[src/rtl/addr_filter_pkg.sv]
package addr_filter_pkg;
  localparam int SPEC_PAIRS = 4;
  localparam int PAIRS      = SPEC_PAIRS + 1;
  localparam int HASH_SLOT  = SPEC_PAIRS;

  typedef struct packed {
    logic [PAIRS-1:0] loadBot;
    logic [PAIRS-1:0] loadTop;
    logic             sample;
  } ctrlStrobes_t;
endpackage

[src/rtl/addr_filter_ctrl.sv]
module addr_filter_ctrl
  import addr_filter_pkg::*;
#(
  parameter int IDX_W = 4
) (
  input  logic             wrEn,
  input  logic [IDX_W-1:0] wrIdx,
  input  logic             daValid,
  output ctrlStrobes_t     strb
);
  always_comb begin
    strb = '0;
    strb.sample = daValid;
    for (int p = 0; p < PAIRS; p++) begin
      if (wrEn && wrIdx == IDX_W'(2 * p))     strb.loadBot[p] = 1'b1;
      if (wrEn && wrIdx == IDX_W'(2 * p + 1)) strb.loadTop[p] = 1'b1;
    end
  end
endmodule

[src/rtl/addr_filter_dp.sv]
module addr_filter_dp
  import addr_filter_pkg::*;
#(
  parameter int ADDR_W = 48,
  parameter int DATA_W = 32,
  parameter int HASH_W = 64
) (
  input  logic                  clk,
  input  logic                  rstN,
  input  ctrlStrobes_t          strb,
  input  logic [DATA_W-1:0]     wrData,
  input  logic [ADDR_W-1:0]     daAddr,
  input  logic                  hashEn,
  output logic [SPEC_PAIRS-1:0] specMatch,
  output logic                  hashMatch,
  output logic                  matchValid
);
  localparam int TOP_W   = ADDR_W - DATA_W;
  localparam int HIDX_W  = $clog2(HASH_W);
  localparam int SLICES  = (ADDR_W + HIDX_W - 1) / HIDX_W;
  localparam int PAD_W   = SLICES * HIDX_W;
  localparam int HHI_W   = HASH_W - DATA_W;

  logic [SPEC_PAIRS-1:0] hit;

  for (genvar g = 0; g < SPEC_PAIRS; g++) begin : g_spec
    logic [DATA_W-1:0] botWord;
    logic [TOP_W-1:0]  topWord;
    logic              armed;

    always_ff @(posedge clk) begin
      if (!rstN) begin
        botWord <= '0;
        topWord <= '0;
        armed   <= 1'b0;
      end else if (strb.loadBot[g]) begin
        botWord <= wrData;
        armed   <= 1'b0;
      end else if (strb.loadTop[g]) begin
        topWord <= wrData[TOP_W-1:0];
        armed   <= 1'b1;
      end
    end

    assign hit[g] = armed && (daAddr == {topWord, botWord});
  end

  logic [DATA_W-1:0] hashLo;
  logic [HHI_W-1:0]  hashHi;
  logic              hashArmed;

  always_ff @(posedge clk) begin
    if (!rstN) begin
      hashLo    <= '0;
      hashHi    <= '0;
      hashArmed <= 1'b1;
    end else if (strb.loadBot[HASH_SLOT]) begin
      hashLo    <= wrData;
      hashArmed <= 1'b0;
    end else if (strb.loadTop[HASH_SLOT]) begin
      hashHi    <= wrData[HHI_W-1:0];
      hashArmed <= 1'b1;
    end
  end

  logic [PAD_W-1:0]  padded;
  logic [HIDX_W-1:0] hIdx;
  logic [HASH_W-1:0] hashVec;

  assign padded  = PAD_W'(daAddr);
  assign hashVec = {hashHi, hashLo};

  always_comb begin
    hIdx = '0;
    for (int s = 0; s < SLICES; s++) hIdx ^= padded[s*HIDX_W +: HIDX_W];
  end

  always_ff @(posedge clk) begin
    if (!rstN) begin
      specMatch  <= '0;
      hashMatch  <= 1'b0;
      matchValid <= 1'b0;
    end else begin
      matchValid <= strb.sample;
      specMatch  <= strb.sample ? hit : '0;
      hashMatch  <= strb.sample && hashEn && hashArmed && hashVec[hIdx];
    end
  end
endmodule

[src/rtl/addr_pair_filter.sv]
module addr_pair_filter
  import addr_filter_pkg::*;
#(
  parameter int ADDR_W = 48,
  parameter int DATA_W = 32,
  parameter int HASH_W = 64,
  parameter int IDX_W  = 4
) (
  input  logic                  clk,
  input  logic                  rstN,
  input  logic                  wrEn,
  input  logic [IDX_W-1:0]      wrIdx,
  input  logic [DATA_W-1:0]     wrData,
  input  logic                  daValid,
  input  logic [ADDR_W-1:0]     daAddr,
  input  logic                  hashEn,
  output logic [SPEC_PAIRS-1:0] specMatch,
  output logic                  hashMatch,
  output logic                  matchValid
);
  ctrlStrobes_t strb;

  addr_filter_ctrl #(.IDX_W(IDX_W)) i_ctrl (
    .wrEn(wrEn), .wrIdx(wrIdx), .daValid(daValid), .strb(strb)
  );

  addr_filter_dp #(.ADDR_W(ADDR_W), .DATA_W(DATA_W), .HASH_W(HASH_W)) i_dp (
    .clk(clk), .rstN(rstN), .strb(strb), .wrData(wrData), .daAddr(daAddr),
    .hashEn(hashEn), .specMatch(specMatch), .hashMatch(hashMatch),
    .matchValid(matchValid)
  );
endmodule

[config.mk]
export PLATFORM = sky130hd
export DESIGN_NAME = addr_pair_filter
export DESIGN_NICKNAME = d
export VERILOG_FILES = /design/src/rtl/addr_filter_pkg.sv /design/src/rtl/addr_filter_ctrl.sv /design/src/rtl/addr_filter_dp.sv /design/src/rtl/addr_pair_filter.sv
export SDC_FILE = /design/constraint.sdc
export NUM_CORES = 1
export LEC_CHECK = 0
export ABC_CLOCK_PERIOD_IN_PS = 3300
export BUFFER_PORTS_ARGS = -buffer_cell sky130_fd_sc_hd__buf_2
export CAP_MARGIN = 15
export CORE_ASPECT_RATIO = 0.75
export CORE_MARGIN = 5
export CORE_UTILIZATION = 42
export DETAILED_ROUTE_END_ITERATION = 6
export PLACE_DENSITY = 0.58
export REMOVE_ABC_BUFFERS = 1
export SLEW_MARGIN = 20
export SYNTH_ARGS = -nofsm -noshare
export SYNTH_HDL_FRONTEND = slang
export SYNTH_HIERARCHICAL = 1
export SYNTH_SLANG_ARGS = --single-unit
export TNS_END_PERCENT = 100
[constraint.sdc]
create_clock -name clk -period 3.3 [get_ports clk]
set_input_delay 0.66 -clock clk [delete_from_list [all_inputs] [get_ports clk]]
set_output_delay 0.66 -clock clk [all_outputs]
set_load 0.03 [all_outputs]
==> impl_metrics.csv, run 1 <==
group,metric,value,unit
critical_path,end_kind,"register",
placement,routabilityCongestion,0.8902,
pwr,p_leak,5.495,nW
yosys,syn_area_per_cell,9.378,µm²
detailed_routing,via_count,9753,
final_layout,fin_util,0.4758,
hold_path,hold_path_end,"i_dp/hashMatch$_SDFF_PN0_",
yosys,synth-simple-area-share,0.1795,
grt,grtUsageMet2,0.3454,
critical_path,arrival,2.99,ns
placement,port_buffers,94,
grt,grt_overflow_total,0,
detailed_routing,wl,43.91,mm
yosys,synth_edf_count,0,
floorplan,rows,56,
sta,fmax,394.0,MHz
sta,relSlewSlack,0.2881,
final_layout,fill_cells,2971,
pwr,power.net_switching,0.002051,W
floorplan,core_area,31250,µm²
yosys,synthesis.area,13290,µm²
sta,hold_ws,0.3717,ns
critical_path,worstSetupPathType,"in -> reg",
hold_path,hp-start,"hashEn",
critical_path,cp.required,3.75,ns
final_layout,finalNetCount,1523,
critical_path,cpMostUsedCell,"a211oi_1",
yosys,synth_xor_xnor_area_share,0.1525,
sta,slew_violations,0,
detailed_routing,ant_nets,0,
critical_path,worstPathBufferInverterCount,2,
hold_path,hp-class,"in -> reg",
outcome,outcome,"complete, no violations",
cts,cts_sinks,267,
floorplan,start_util,0.4252,
pwr,intPower,0.005413,W
final_layout,area_growth,11.88,%
pwr,cellPowerDensity,502.0,nW/µm²
yosys,synth_top_family_by_area,"simple AND/OR/NAND/NOR gates",
final_layout,drive_above_1_share,0.1301,
grt,grt_pass1_wl,63.60,mm
cts,cts_setup_buffers,0,
sta,final-hold-violation-count,0,
critical_path,start_kind,"primary input",
pwr,power_frac_comb,0.147,
detailed_routing,dr.pass1.iters,5,
sta,setup_viol,0,
critical_path,r2r_end,"i_dp/specMatch[3]$_SDFF_PN0_",
floorplan,die-height,164.0,µm
cts,clock_path_buffers,3,
grt,met1_usage,0.3698,
grt,grt_pass1_vias,9222,
critical_path,max_stage_delay,0.56,ns
cts,insertion_delay,0.56,ns
floorplan,die_width,215.4,µm
yosys,syn_inst,1417,
detailed_routing,via_per_inst,5.246,
yosys,yosysMostFrequentCell,"dfxtp_1",
critical_path,slowest_stage,"mux4_2",
pwr,ir_drop,0.3248,mV
detailed_routing,drc,0,
yosys,yosys.area.top_type,"dfxtp_1",
critical_path,worstPathMaxFanout,5,
yosys,synth_compound_area_frac,0.06327,
yosys,yosysSeqAreaShare,0.4022,
critical_path,path_delay_family,"XOR/XNOR gates",
yosys,yosys_warnings,6,
grt,grt_use_met3,0.06468,
yosys,synth.top_cell.area_share,0.4022,
cts,cts.repair.resized,0,
pwr,power_frac_seq,0.441,
final_layout,antennaDiodeCount,0,
cts,clkTransAtPathRegs,0.06,ns
critical_path,rr_startpoint,"i_dp/g_spec[3].topWord[13]$_SDFFE_PN0P_",
critical_path,crit_chain,"buf_2 -> xnor2_1 -> xnor2_1 -> buf_4 -> xnor2_2 -> mux4_2 -> nor2b_1 -> a211oi_1 -> a211oi_1 -> a211oi_1 -> nor3_1",
yosys,synth_mux_area_frac,0.1554,
final_layout,seq_area,5345,µm²
cts,ctsHoldBuffers,0,
pwr,switching_share,0.2748,
pwr,p_clk_frac,0.412,
critical_path,reg2reg_depth,4,
grt,grt_start_max_net_pins,262,
placement,hpwl,31.06,mm
cts,htreeDepth,1,
yosys,synthTopCellsByArea,"dfxtp_1 40%, mux2i_1 14%, xor2_1 12%",
sta,rsz0062_at_grt,"false",
sta,finalCriticalPeriod,2.538,ns
sta,tightest_slew,1.068,ns
floorplan,die_area,35330,µm²
yosys,async_reset_ff_frac,0,
sta,clock_skew,0.007990,ns
hold_path,holdPathStages,3,
final_layout,multi_input_area,7363,µm²
cts,cts_made_buffers,28,
grt,antenna_found_initial,1,
floorplan,ioPinCount,95,
yosys,synth-seq-cells,267,
detailed_routing,drtIter0Drc,973,
detailed_routing,wl_per_cell,23.62,µm
yosys,synth_common_cells,"267 x dfxtp_1, 196 x nand2_1, 188 x mux2i_1, 182 x xor2_1, 167 x nor2b_1",
grt,grt.busiest_layer,"met1",
flow_run,drv_cap,0,
cts,root_buffer,"clkbuf_16",
sta,fin_crit_sh,0.7691,
critical_path,reg2reg_slack,1.34,ns
yosys,synth_cell_types,41,
cts,cts_tree,"done",
yosys,synth_fa_ha_area_frac,0,
grt,grtUsageTotal,0.2427,
yosys,synth_top_flop_cell,"dfxtp_1",
==> flip-flops by register name, summed over array words and instances, names as in the netlist <==
name and flops:
i_dp/g_spec.armed 4, i_dp/hashHi 32, i_dp/g_spec.topWord 64, i_dp/matchValid 1, i_dp/hashArmed 1, i_dp/specMatch 4
i_dp/hashMatch 1, i_dp/g_spec.botWord 128, i_dp/hashLo 32
==> power by group through the flow <==
stage / clock [W] / combinational [W] / sequential [W]
global route: 0.00325 / 0.00115 / 0.00330
CTS: 0.00311 / 0.00108 / 0.00329
global placement: 0 / 0.00107 / 0.00337
finish: 0.00307 / 0.00110 / 0.00329
floorplan: 0 / 0.000569 / 0.00336
detailed placement: 0 / 0.00107 / 0.00337
==> area by class of cell <==
type	count	share of cell area
sequential	267	0.3595
multi-input combinational	1001	0.4952
timing repair buffer	128	0.05091
clock inverter	8	0.002945
clock buffer	41	0.05520
tap	406	0.03417
inverter	8	0.002020
==> layout by cell type (no fill, tap or decap), types with 2 or more instances in the layout <==
cell type  synthesis  layout
nor2b_2            0       2
buf_2             23      93
inv_1              7       7
nand2_1          196     196
clkinv_2           0       7
buf_12             0       2
clkbuf_8           0       5
mux2i_1          188     188
o2111ai_1          2       2
clkbuf_1         101       7
nand2b_1           7       7
clkbuf_16          0      29
nand3_1            4       4
nor3_1             9       7
nand4_1           12      12
nor2_1            12      11
nor3b_1            4       4
xor2_1           182     182
mux4_2             7       7
nand3b_1           2       2
nor2b_1          167     165
buf_4              4      32
a21boi_0          26      26
o22ai_1            2       2
a21boi_1          70      70
dfxtp_1          267     267
nor3_2             1       2
nor2_4             0       2
nor4_1            46      46
xnor2_1           42      42
a211oi_1           3       3
xnor2_2            3       2
o21ai_0            3       3
a221oi_1           3       3
==> cells by family after synthesis <==
kind of cell / after synthesis
buffers and inverters: 149
XOR/XNOR: 228
flip-flops: 267
multiplexers: 196
AND/OR/NAND/NOR: 464
AO/OA/AOI/OAI: 113
==> metrics by stage <==
step / setup slack [ns] / area, µm² / instances / total power, W / setup TNS (ns)
after CTS: 0.7525 / 14870 / 1859 / 0.007481 / 0
after global placement: 0.1670 / 14000 / 1810 / 0.004436 / 0
after detailed placement: 0.1723 / 14000 / 1810 / 0.004439 / 0
final: 0.7619 / 14870 / 1859 / 0.007464 / 0
after floorplan: -2.641 / 12690 / 1276 / 0.003929 / -233.52
after global routing: 0.5639 / 14870 / 1859 / 0.007691 / 0
==> metal layers <==
layer / vias up / wire [µm] / share of wire
li1: 4685 / - / -
met1: 4694 / 21750 / 0.50
met2: 317 / 17770 / 0.40
met3: 57 / 3582 / 0.082
met4: 0 / 808 / 0.018
met5: - / 0 / 0
==> worst register-to-register path, cell delays in order, from the launching register on <==
cell     delay (ns)
dfxtp_1        0.32
xor2_1         0.16
nor4_1         0.81
nand4_1        0.16
nor4_1         0.37
==> worst max path at each step <==
stage | cells after the start | to | startpoint | slack, ns
after global placement | 11 | i_dp/hashMatch$_SDFF_PN0_ | daAddr[7] | 0.17
final | 11 | i_dp/hashMatch$_SDFF_PN0_ | daAddr[7] | 0.76
after CTS | 11 | i_dp/hashMatch$_SDFF_PN0_ | daAddr[7] | 0.75
after floorplan | 5 | i_dp/hashHi[0]$_SDFFE_PN0P_ | wrIdx[2] | -2.64
after detailed placement | 11 | i_dp/hashMatch$_SDFF_PN0_ | daAddr[7] | 0.17
after global routing | 10 | i_dp/hashMatch$_SDFF_PN0_ | daAddr[12] | 0.56
No activity file was read; power rests on OpenSTA's default activity.
==> run 2, diff against run 1 <==
--- a/config.mk
+++ b/config.mk
@@ -5,7 +5,7 @@
 export SDC_FILE = /design/constraint.sdc
 export NUM_CORES = 1
 export LEC_CHECK = 0
-export ABC_CLOCK_PERIOD_IN_PS = 3300
+export ABC_CLOCK_PERIOD_IN_PS = 2500
 export BUFFER_PORTS_ARGS = -buffer_cell sky130_fd_sc_hd__buf_2
 export CAP_MARGIN = 15
 export CORE_ASPECT_RATIO = 0.75
==> constraint.sdc (replaced) <==
create_clock -name clk -period 2.5 [get_ports clk]
set_input_delay 0.5 -clock clk [delete_from_list [all_inputs] [get_ports clk]]
set_output_delay 0.5 -clock clk [all_outputs]
set_load 0.03 [all_outputs]
==> run 2 against run 1 <==
Net effect: clock-buffer cell count rose by 6; first-iteration DRC count fell by 17%; worst setup slack got worse by 0.57 ns; combinational power up 46%; final cell count increased by 3.2%; critical endpoint unchanged.
==> impl_metrics.csv, run 2 (same netlist as run 1, synthesis figures left out) <==
group,metric,value,unit
cts,cts_sinks,267,
final_layout,final_cell_mix,"267 x dfxtp_1, 196 x nand2_1, 188 x mux2i_1, 182 x xor2_1, 166 x nor2b_1",
cts,clock_path_buffers,3,
sta,tightest_slew,1.064,ns
cts,insertion_delay,0.56,ns
floorplan,ioPinCount,95,
final_layout,largest_reg_flops,128,
pwr,ir_drop,0.5114,mV
placement,pre_cts_slack,-0.4148,ns
final_layout,drive_above_1_share,0.1633,
critical_path,arrival,2.76,ns
placement,hpwl,31.46,mm
critical_path,worstPathMaxFanout,3,
critical_path,rr_startpoint,"i_dp/g_spec[3].topWord[4]$_SDFFE_PN0P_",
floorplan,die_width,215.4,µm
sta,final-hold-violation-count,0,
sta,finalSetupTns,0,ns
final_layout,layout_commonest_cell,"dfxtp_1",
critical_path,start_kind,"primary input",
cts,htreeDepth,1,
sta,relSlewSlack,0.2908,
final_layout,antennaDiodeCount,0,
detailed_routing,drtIter0Drc,804,
placement,routabilityCongestion,0.8917,
grt,grt_overflow_total,0,
final_layout,top_register,"i_dp/g_spec.botWord",
cts,cts_setup_buffers,0,
sta,fin_crit_sh,0.9247,
cts,cts_tree,"done",
critical_path,reg2reg_slack,0.58,ns
hold_path,hp-class,"in -> reg",
detailed_routing,via_count,9948,
detailed_routing,wl_per_cell,22.83,µm
outcome,outcome,"complete, no violations",
critical_path,worstSetupPathType,"in -> reg",
sta,fmax,432.6,MHz
sta,rsz0062_at_grt,"false",
grt,grt_pass1_wl,64.14,mm
grt,grt_start_max_net_pins,262,
sta,fin_ws,0.1883,ns
final_layout,fin_util,0.4928,
critical_path,reg2reg_depth,5,
detailed_routing,drc,0,
final_layout,finalNetCount,1581,
critical_path,end_kind,"register",
sta,slew_violations,0,
cts,ctsHoldBuffers,0,
floorplan,core_area,31250,µm²
final_layout,top_regs,"i_dp/g_spec.botWord (128), i_dp/g_spec.topWord (64)",
detailed_routing,via_per_inst,5.184,
sta,setup_viol,0,
cts,cts_made_buffers,28,
pwr,cellPowerDensity,669.8,nW/µm²
critical_path,startpoint,"daAddr[7]",
detailed_routing,wl,43.81,mm
grt,grt_pass1_vias,9515,
cts,root_buffer,"clkbuf_16",
placement,dpl.cell_count,1868,
critical_path,cp-endpoint,"i_dp/hashMatch$_SDFF_PN0_",
sta,finalCriticalPeriod,2.312,ns
flow_run,drv_cap,0,
pwr,p_leak,5.827,nW
floorplan,die-height,164.0,µm
detailed_routing,dr.pass1.iters,7,
floorplan,start_util,0.4252,
placement,port_buffers,94,
floorplan,rows,56,
sta,hold_ws,0.1969,ns
grt,grtUsageTotal,0.2439,
sta,clock_skew,0.02409,ns
grt,antenna_found_initial,1,
final_layout,area_growth,15.89,%
detailed_routing,ant_nets,0,
cts,clkTransAtPathRegs,0.07,ns
critical_path,cp.required,2.95,ns
floorplan,die_area,35330,µm²
critical_path,r2r_end,"i_dp/specMatch[3]$_SDFF_PN0_",
final_layout,finalNonFillerCells,1919,
-- run 2: metal layers --
metal | vias up | GRT usage | wire length [µm]
met5 | - | 0 | 13
met4 | 2 | 0.05263 | 990
met3 | 62 | 0.06044 | 3555
met2 | 327 | 0.3415 | 17600
met1 | 4778 | 0.3761 | 21660
li1 | 4779 | - | -
-- run 2: how the worst min path moves through the flow --
stage	cells after the start	to	startpoint	slack (ns)
after floorplan	2	i_dp/hashMatch$_SDFF_PN0_	i_dp/hashArmed$_SDFFE_PN1P_	0.43
after global placement	2	i_dp/g_spec[2].topWord[11]$_SDFFE_PN0P_	i_dp/g_spec[2].topWord[11]$_SDFFE_PN0P_	0.44
after detailed placement	2	i_dp/g_spec[2].topWord[11]$_SDFFE_PN0P_	i_dp/g_spec[2].topWord[11]$_SDFFE_PN0P_	0.44
after CTS	3	i_dp/hashMatch$_SDFF_PN0_	hashEn	0.19
after global routing	3	i_dp/hashMatch$_SDFF_PN0_	hashEn	0.19
final	3	i_dp/hashMatch$_SDFF_PN0_	hashEn	0.20
-- run 2: what timing repair did --
| item | in CTS | in global routing |
|---|---|---|
| setup endpoints to repair | 0 | 1 |
| hold endpoints to repair | 0 | 0 |
| resized for setup | 0 | 1 |
-- run 2: report_power, final --
group | internal, W | total [W] | switching [W]
clock network | 0.00260 | 0.00436 | 0.00177
logic | 0.000699 | 0.00161 | 0.000907
registers | 0.00431 | 0.00435 | 0.0000373
-- run 2: worst max-delay path, stage by stage --
cell and delay, ns:
buf_2 0.12, xnor2_1 0.24, xnor2_1 0.09, buf_4 0.16
xnor2_2 0.34, mux4_2 0.55, nor2b_1 0.14, a211oi_1 0.22
a211oi_1 0.08, a211oi_1 0.23, nor3_1 0.08
-- run 2: area by class of cell --
| type | instances | area (µm²) |
|---|---|---|
| tap | 406 | 508.0 |
| inverter | 8 | 30.03 |
| multi-input combinational | 1001 | 7368 |
| clock buffer | 47 | 883.3 |
| clock inverter | 4 | 73.82 |
| sequential | 267 | 5345 |
| fill | 2971 | 15850 |
| timing repair buffer | 186 | 1192 |
-- run 2: stage by stage --
stage / cell area (µm²) / total power, W
after floorplan: 12690 / 0.005187
after global placement: 14440 / 0.006007
after detailed placement: 14440 / 0.006020
after CTS: 15390 / 0.01036
after global routing: 15400 / 0.01066
final: 15400 / 0.01032
